File: config.mk
export PLATFORM = sky130hd
export DESIGN_NAME = cec_frame_rx
export DESIGN_NICKNAME = d
export VERILOG_FILES = /design/src/rtl/cec_rx_pkg.sv /design/src/rtl/cec_tick_gen.sv /design/src/rtl/cec_line_sync.sv /design/src/rtl/cec_err_pulse.sv /design/src/rtl/cec_frame_rx.sv
export SDC_FILE = /design/constraint.sdc
export NUM_CORES = 1
export LEC_CHECK = 0
export CAP_MARGIN = 20
export CORE_UTILIZATION = 55
export CTS_CLUSTER_DIAMETER = 200
export DETAILED_ROUTE_END_ITERATION = 10
export DONT_BUFFER_PORTS = 1
export PLACE_DENSITY = 0.76
export SKIP_LAST_GASP = 1
export SLEW_MARGIN = 15
export SYNTH_ARGS = -nofsm -noshare
export SYNTH_HDL_FRONTEND = slang
export SYNTH_SLANG_ARGS = --single-unit
File: constraint.sdc
create_clock -name clk -period 1.95 [get_ports clk]
set_input_delay 0.195 -clock clk [delete_from_list [all_inputs] [get_ports clk]]
set_output_delay 0.195 -clock clk [all_outputs]
set_load 0.05 [all_outputs]
File: src/rtl/cec_rx_pkg.sv
package cec_rx_pkg;
   localparam int NFLAG = 5;

   localparam int F_BYTE = 0;
   localparam int F_EOM  = 1;
   localparam int F_LONG = 2;
   localparam int F_MINC = 3;
   localparam int F_TOUT = 4;

   localparam logic [NFLAG-1:0] M_BYTE = NFLAG'(1) << F_BYTE;
   localparam logic [NFLAG-1:0] M_EOM  = NFLAG'(1) << F_EOM;
   localparam logic [NFLAG-1:0] M_LONG = NFLAG'(1) << F_LONG;
   localparam logic [NFLAG-1:0] M_MINC = NFLAG'(1) << F_MINC;
   localparam logic [NFLAG-1:0] M_TOUT = NFLAG'(1) << F_TOUT;

   typedef enum logic [2:0] {
      ST_IDLE,
      ST_LOW,
      ST_HIGH,
      ST_ERRP,
      ST_WAITH
   } rx_state_e;
endpackage

File: src/rtl/cec_tick_gen.sv
module cec_tick_gen #(
   parameter int CLK_PER_TICK = 2500
) (
   input  logic clk,
   input  logic rst,
   output logic tick
);
   localparam int CW = (CLK_PER_TICK > 1) ? $clog2(CLK_PER_TICK) : 1;

   generate
      if (CLK_PER_TICK < 1) begin : g_bad
         $error("cec_tick_gen: CLK_PER_TICK must be at least 1");
      end
      if (CLK_PER_TICK == 1) begin : g_pass
         logic tick_q;
         always_ff @(posedge clk) begin
            tick_q <= !rst;
         end
         assign tick = tick_q;
      end else begin : g_div
         logic [CW-1:0] cnt_q;
         always_ff @(posedge clk) begin
            if (rst)
               cnt_q <= '0;
            else if (cnt_q == CW'(CLK_PER_TICK - 1))
               cnt_q <= '0;
            else
               cnt_q <= cnt_q + 1'b1;
         end
         assign tick = (cnt_q == CW'(CLK_PER_TICK - 1));
      end
   endgenerate
endmodule

File: src/rtl/cec_line_sync.sv
module cec_line_sync (
   input  logic clk,
   input  logic rst,
   input  logic line_in,
   output logic level,
   output logic fall,
   output logic rise
);
   logic [2:0] hist_q;

   always_ff @(posedge clk) begin
      if (rst)
         hist_q <= 3'b111;
      else
         hist_q <= {hist_q[1:0], line_in};
   end

   assign level = hist_q[1];
   assign fall  = hist_q[2] & ~hist_q[1];
   assign rise  = ~hist_q[2] & hist_q[1];
endmodule

File: src/rtl/cec_err_pulse.sv
module cec_err_pulse #(
   parameter int ERR_TICKS = 72
) (
   input  logic clk,
   input  logic rst,
   input  logic tick,
   input  logic start,
   input  logic stop,
   output logic pull
);
   localparam int EW = $clog2(ERR_TICKS + 1);

   logic          active_q;
   logic [EW-1:0] cnt_q;

   always_ff @(posedge clk) begin
      if (rst || stop) begin
         active_q <= 1'b0;
         cnt_q    <= '0;
      end else if (start) begin
         active_q <= 1'b1;
         cnt_q    <= '0;
      end else if (active_q && tick) begin
         if (cnt_q == EW'(ERR_TICKS - 1))
            active_q <= 1'b0;
         else
            cnt_q <= cnt_q + 1'b1;
      end
   end

   assign pull = active_q;
endmodule

File: src/rtl/cec_frame_rx.sv
module cec_frame_rx
   import cec_rx_pkg::*;
#(
   parameter int CLK_PER_TICK    = 2500,
   parameter int DATA_W          = 8,
   parameter int BIT0_TICKS      = 24,
   parameter int MIN_CYCLE_TICKS = 41,
   parameter int MAX_CYCLE_TICKS = 55,
   parameter int TIMEOUT_TICKS   = 80,
   parameter int ERR_TICKS       = 72
) (
   input  logic              clk,
   input  logic              rst,
   input  logic              rx_en,
   input  logic              defer_en,
   input  logic              cec_in,
   output logic              cec_pull,
   input  logic [NFLAG-1:0]  flag_clr,
   output logic [DATA_W-1:0] rx_data,
   output logic [NFLAG-1:0]  flags,
   output logic              irq
);
   localparam int TW      = $clog2(TIMEOUT_TICKS + 1) + 1;
   localparam int BW      = $clog2(DATA_W + 2);
   localparam int EOM_IDX = DATA_W;
   localparam int ACK_IDX = DATA_W + 1;

   generate
      if (!(BIT0_TICKS < MIN_CYCLE_TICKS && MIN_CYCLE_TICKS < MAX_CYCLE_TICKS &&
            MAX_CYCLE_TICKS < TIMEOUT_TICKS && ERR_TICKS > 1 && DATA_W >= 1))
      begin : g_bad_cfg
         $error("cec_frame_rx: timing parameters out of order");
      end
   endgenerate

   logic tick, level, fall, rise;

   cec_tick_gen #(.CLK_PER_TICK(CLK_PER_TICK)) u_tick (
      .clk (clk),
      .rst (rst),
      .tick(tick)
   );

   cec_line_sync u_sync (
      .clk    (clk),
      .rst    (rst),
      .line_in(cec_in),
      .level  (level),
      .fall   (fall),
      .rise   (rise)
   );

   logic start_p;
   logic pull;

   cec_err_pulse #(.ERR_TICKS(ERR_TICKS)) u_pulse (
      .clk  (clk),
      .rst  (rst),
      .tick (tick),
      .start(start_p),
      .stop (!rx_en),
      .pull (pull)
   );

   // time since the last falling edge, in ticks, saturating
   logic [TW-1:0] tcnt_q;
   always_ff @(posedge clk) begin
      if (rst || fall)
         tcnt_q <= '0;
      else if (tick && tcnt_q != {TW{1'b1}})
         tcnt_q <= tcnt_q + 1'b1;
   end

   rx_state_e         st_q, st_n;
   logic [BW-1:0]     bitn_q, bitn_n;
   logic [DATA_W-1:0] sh_q, sh_n;
   logic              eom_q, eom_n;
   logic [NFLAG-1:0]  pend_q, pend_n;
   logic [DATA_W-1:0] data_q;
   logic [NFLAG-1:0]  flags_q;
   logic              irq_q;

   logic [NFLAG-1:0]  set_m;
   logic              fire, load;
   logic              bit_val, timed_out, too_short, too_long;

   assign bit_val   = (tcnt_q <= TW'(BIT0_TICKS));
   assign timed_out = (tcnt_q >= TW'(TIMEOUT_TICKS));
   assign too_short = (tcnt_q <  TW'(MIN_CYCLE_TICKS));
   assign too_long  = (tcnt_q >  TW'(MAX_CYCLE_TICKS));

   always_comb begin
      st_n    = st_q;
      bitn_n  = bitn_q;
      sh_n    = sh_q;
      eom_n   = eom_q;
      pend_n  = pend_q;
      set_m   = '0;
      fire    = 1'b0;
      load    = 1'b0;
      start_p = 1'b0;
      unique case (st_q)
         ST_IDLE: begin
            if (fall) begin
               st_n   = ST_LOW;
               bitn_n = '0;
               pend_n = '0;
            end
         end
         ST_LOW: begin
            if (timed_out) begin
               set_m  = pend_q | M_TOUT;
               fire   = 1'b1;
               pend_n = '0;
               st_n   = ST_WAITH;
            end else if (rise) begin
               if (bitn_q < BW'(EOM_IDX))
                  sh_n = {sh_q[DATA_W-2:0], bit_val};
               if (bitn_q == BW'(EOM_IDX))
                  eom_n = bit_val;
               if (bitn_q == BW'(ACK_IDX)) begin
                  load   = 1'b1;
                  fire   = 1'b1;
                  set_m  = pend_q | M_BYTE | (eom_q ? M_EOM : '0);
                  pend_n = '0;
                  bitn_n = '0;
                  st_n   = eom_q ? ST_IDLE : ST_HIGH;
               end else begin
                  bitn_n = bitn_q + 1'b1;
                  st_n   = ST_HIGH;
               end
            end
         end
         ST_HIGH: begin
            if (timed_out) begin
               set_m  = pend_q | M_TOUT;
               fire   = 1'b1;
               pend_n = '0;
               st_n   = ST_IDLE;
            end else if (fall) begin
               if (too_short) begin
                  set_m   = pend_q | M_MINC;
                  fire    = 1'b1;
                  start_p = 1'b1;
                  pend_n  = '0;
                  st_n    = ST_ERRP;
               end else if (too_long && defer_en) begin
                  pend_n = pend_q | M_LONG;
                  st_n   = ST_LOW;
               end else if (too_long) begin
                  set_m  = pend_q | M_LONG;
                  fire   = 1'b1;
                  pend_n = '0;
                  st_n   = ST_WAITH;
               end else begin
                  st_n = ST_LOW;
               end
            end
         end
         ST_ERRP: begin
            if (!pull)
               st_n = ST_WAITH;
         end
         ST_WAITH: begin
            if (level)
               st_n = ST_IDLE;
         end
         default: st_n = ST_IDLE;
      endcase

      if (!rx_en) begin
         st_n    = ST_IDLE;
         pend_n  = '0;
         set_m   = '0;
         fire    = 1'b0;
         load    = 1'b0;
         start_p = 1'b0;
      end
   end

   always_ff @(posedge clk) begin
      if (rst) begin
         st_q    <= ST_IDLE;
         bitn_q  <= '0;
         sh_q    <= '0;
         eom_q   <= 1'b0;
         pend_q  <= '0;
         data_q  <= '0;
         flags_q <= '0;
         irq_q   <= 1'b0;
      end else begin
         st_q    <= st_n;
         bitn_q  <= bitn_n;
         sh_q    <= sh_n;
         eom_q   <= eom_n;
         pend_q  <= pend_n;
         if (load)
            data_q <= sh_q;
         flags_q <= (flags_q & ~flag_clr) | set_m;
         irq_q   <= fire;
      end
   end

   assign cec_pull = pull;
   assign rx_data  = data_q;
   assign flags    = flags_q;
   assign irq      = irq_q;
endmodule

==> results.yml <==
placement:
  gp_congestion: 0.8753
  portBuffers: 0
  pre_cts_slack_ns: -0.1236
  dpl.hpwl_um: 4222
setup_path:
  cp_num_buf_inv: 1
  worstSetupStartpointType: "register"
  crit_top_cell: "or4_4"
  crit_chain: "or4_4, or4_4, buf_4, nor4b_4, xnor2_1, nor2_1"
  path_class: "register to register"
  critical_path.max_stage_delay_ns: 0.53
  cp_slowest_cell: "or4_4"
  critical_path_arrival_ns: 2.29
  crit_family: "simple AND/OR/NAND/NOR gates"
  endpoint_kind: "register"
  required_ns: 2.17
  path_max_fanout: 5
logic_synthesis:
  synth_cells: 344
  syn_nets: 359
  syn_area_um2: 2898
  synth.top_cells.by_count: "dfxtp_1, nor2_1, nand2_1"
  synth_ff_type: "dfxtp_1"
  yosysTopAreaCellShare: 0.4283
  synthDistinctLibCells: 49
  yosys-top-cells-area: "dfxtp_1, nor2_1, a21oi_1, xnor2_1, nand2_1"
  postSynthAreaPerCell_um2: 8.424
  synth_most_common_cell: "dfxtp_1"
  synth_edf_count: 0
  ys_warn_count: 0
  async_flop_share: 0
  ys_seq_elements: 62
  yosysSeqAreaShare: 0.4283
  synth_area_leader_cell: "dfxtp_1"
hold_path:
  hp-class: "input port to register"
cells_and_area:
  fillers: 413
  final_layout_size_suffix_gt1_frac: 0.1794
  n_antenna_cell: 0
  syn_to_final_growth_pct: 20.64
  multi_input_area_um2: 1672
  final_util: 0.6889
  seq_area_um2: 1241
  nNetsFinal: 389
power:
  p_leak_nw: 1.293
  power_frac_comb: 0.044
  max-vdd-ir-drop_mv: 0.4978
  power_switching_uw: 573.1
  pwr-share-seq: 0.541
  clockPowerShare: 0.415
  swShare: 0.2404
  internal_power_mw: 1.811
  power_density_nw_per_um2: 681.9
timing:
  holdWs_ns: 0.02848
  worst_pin_slew_ns: 0.9514
  finalHoldViolations: 0
  setup_viol: 20
  slew_viol_final: 0
  min_period_ns: 2.069
  finalSetupTns_ns: -0.7865
  clock.fmax_mhz: 483.4
  max_slew_margin: 0.3636
  skew_ns: 0.008386
  layout_setup_ws_ns: -0.1187
  grt_setup_unrepaired: "yes"
  period_share: 1.061
clock_tree:
  clkSinkCount: 62
  cts_tree: "done"
  h-tree-depth: 3
  cts_made_buffers: 9
  cts_root_buffer: "clkbuf_8"
  cts_buffer_depth: 2
  clk_latency_ns: 0.34
  cts.clk_slew.worst_paths_ns: 0.07
global_route:
  grt_pass1_wl_um: 10080
  grt_remaining_overflow: 0
  grt_pass1_vias: 2238
  grt_max_degree: 28
  grt_usage: 0.2412
  antenna_found_initial: 0
route:
  wirelength_um: 6392
  routed_via_density: 5.704
  vias: 2561
  wl_per_cell_um: 14.24
  remaining_drc_errors: 0
  dr.pass1.iters: 5
  drt_iter0_drc: 195
  ant_nets: 0
die:
  die_w_um: 74.59
  io_pins: 25
  fp-row-count: 26
  dieArea_um2: 5563
  die_h_um: 74.59
  core_um2: 5075
  start_util: 0.5710
outcome:
  violations: "negative setup slack"
  status: "complete, but fails checks"
run:
  maxCapViolations: 0
==> cell families after synthesis <==
logic type / synth area share
adders and majority gates: 0.02504
muxes: 0.03454
DFF: 0.4283
and+or+nand+nor: 0.2871
buffers and inverters: 0.03540
AOI/OAI and AO/OA: 0.1231
xor gates and xnor gates: 0.06650
==> power by group through the flow <==
| stage | Combinational, mW | Clock, mW | Sequential [mW] |
|---|---|---|---|
| floorplan | 0.0686 | 0 | 1.31 |
| global placement | 0.0874 | 0 | 1.32 |
| detailed placement | 0.0899 | 0 | 1.32 |
| CTS | 0.103 | 1.02 | 1.29 |
| global route | 0.115 | 1.07 | 1.29 |
| finish | 0.106 | 0.989 | 1.29 |
==> worst reg2reg max path, delay by kind of cell, from the launching register on <==
| family | cells | cell delay [ns] |
|---|---|---|
| AND/OR/NAND/NOR | 4 | 1.33 |
| flip-flops | 1 | 0.31 |
| XOR/XNOR | 1 | 0.15 |
| buffers and inverters | 1 | 0.17 |
==> metal layers <==
metal,share of wire,GRT usage
met1,0.45,0.3151
met2,0.47,0.3764
met3,0.054,0.04878
met4,0.024,0.1258
met5,0,0
==> what timing repair did <==
action                                  4_1_cts  5_1_grt
setup buffers                                 3        1
pin swaps                                     2        3
endpoints found under the setup margin       21       23
gates resized for setup                       6        7
endpoints found under the hold margin        27        0
hold buffers                                  3        0
gates cloned                                  0        0
==> cell usage in the layout, fill, tap and decap left out, types with 10 or more instances in the layout <==
cell type  count
dfxtp_1       62
nor2_1        45
nand2_1       31
buf_4         30
a21oi_1       27
nand3_1       17
xnor2_1       13
nand2b_1      10
mux2i_1       10
clkbuf_8      10
==> through the flow <==
| stage | cell area [µm²] | total power [mW] | cells |
|---|---|---|---|
| after floorplan | 2947 | 1.381 | 344 |
| after global placement | 3184 | 1.404 | 426 |
| after detailed placement | 3184 | 1.407 | 426 |
| after CTS | 3448 | 2.407 | 448 |
| after global routing | 3496 | 2.474 | 449 |
| final | 3496 | 2.384 | 449 |
==> layout make-up <==
type / count / share of cell area
multi-input combinational: 257 / 0.4782
timing repair buffer: 35 / 0.08196
clock inverter: 6 / 0.01074
clock buffer: 10 / 0.03937
tap: 70 / 0.02505
sequential: 62 / 0.3550
inverter: 9 / 0.009664
==> sequential cells by signal, indices dropped and copies added (netlist names) <==
name / flops
bitn_q: 4
eom_q: 1
flags: 5
irq: 1
pend_q: 1
rx_data: 8
sh_q: 8
st_q: 3
tcnt_q: 8
u_pulse.cnt_q: 7
u_pulse.pull: 1
u_sync.hist_q: 3
u_tick.g_div.cnt_q: 12
==> path summary, 6_finish.rpt <==
kind	start	to	slack (ns)	cells past startpoint
worst min-delay path	rst	flags[1]$_SDFF_PP0_	0.03	3
worst max-delay path	u_tick.g_div.cnt_q[4]$_SDFF_PP0_	tcnt_q[4]$_SDFFE_PP0P_	-0.12	6
worst max register to register	u_tick.g_div.cnt_q[4]$_SDFF_PP0_	tcnt_q[4]$_SDFFE_PP0P_	-0.12	6
worst min register to register	u_sync.hist_q[0]$_SDFF_PP1_	u_sync.hist_q[1]$_SDFF_PP1_	0.41	1
(Power assumes the default switching activity.)
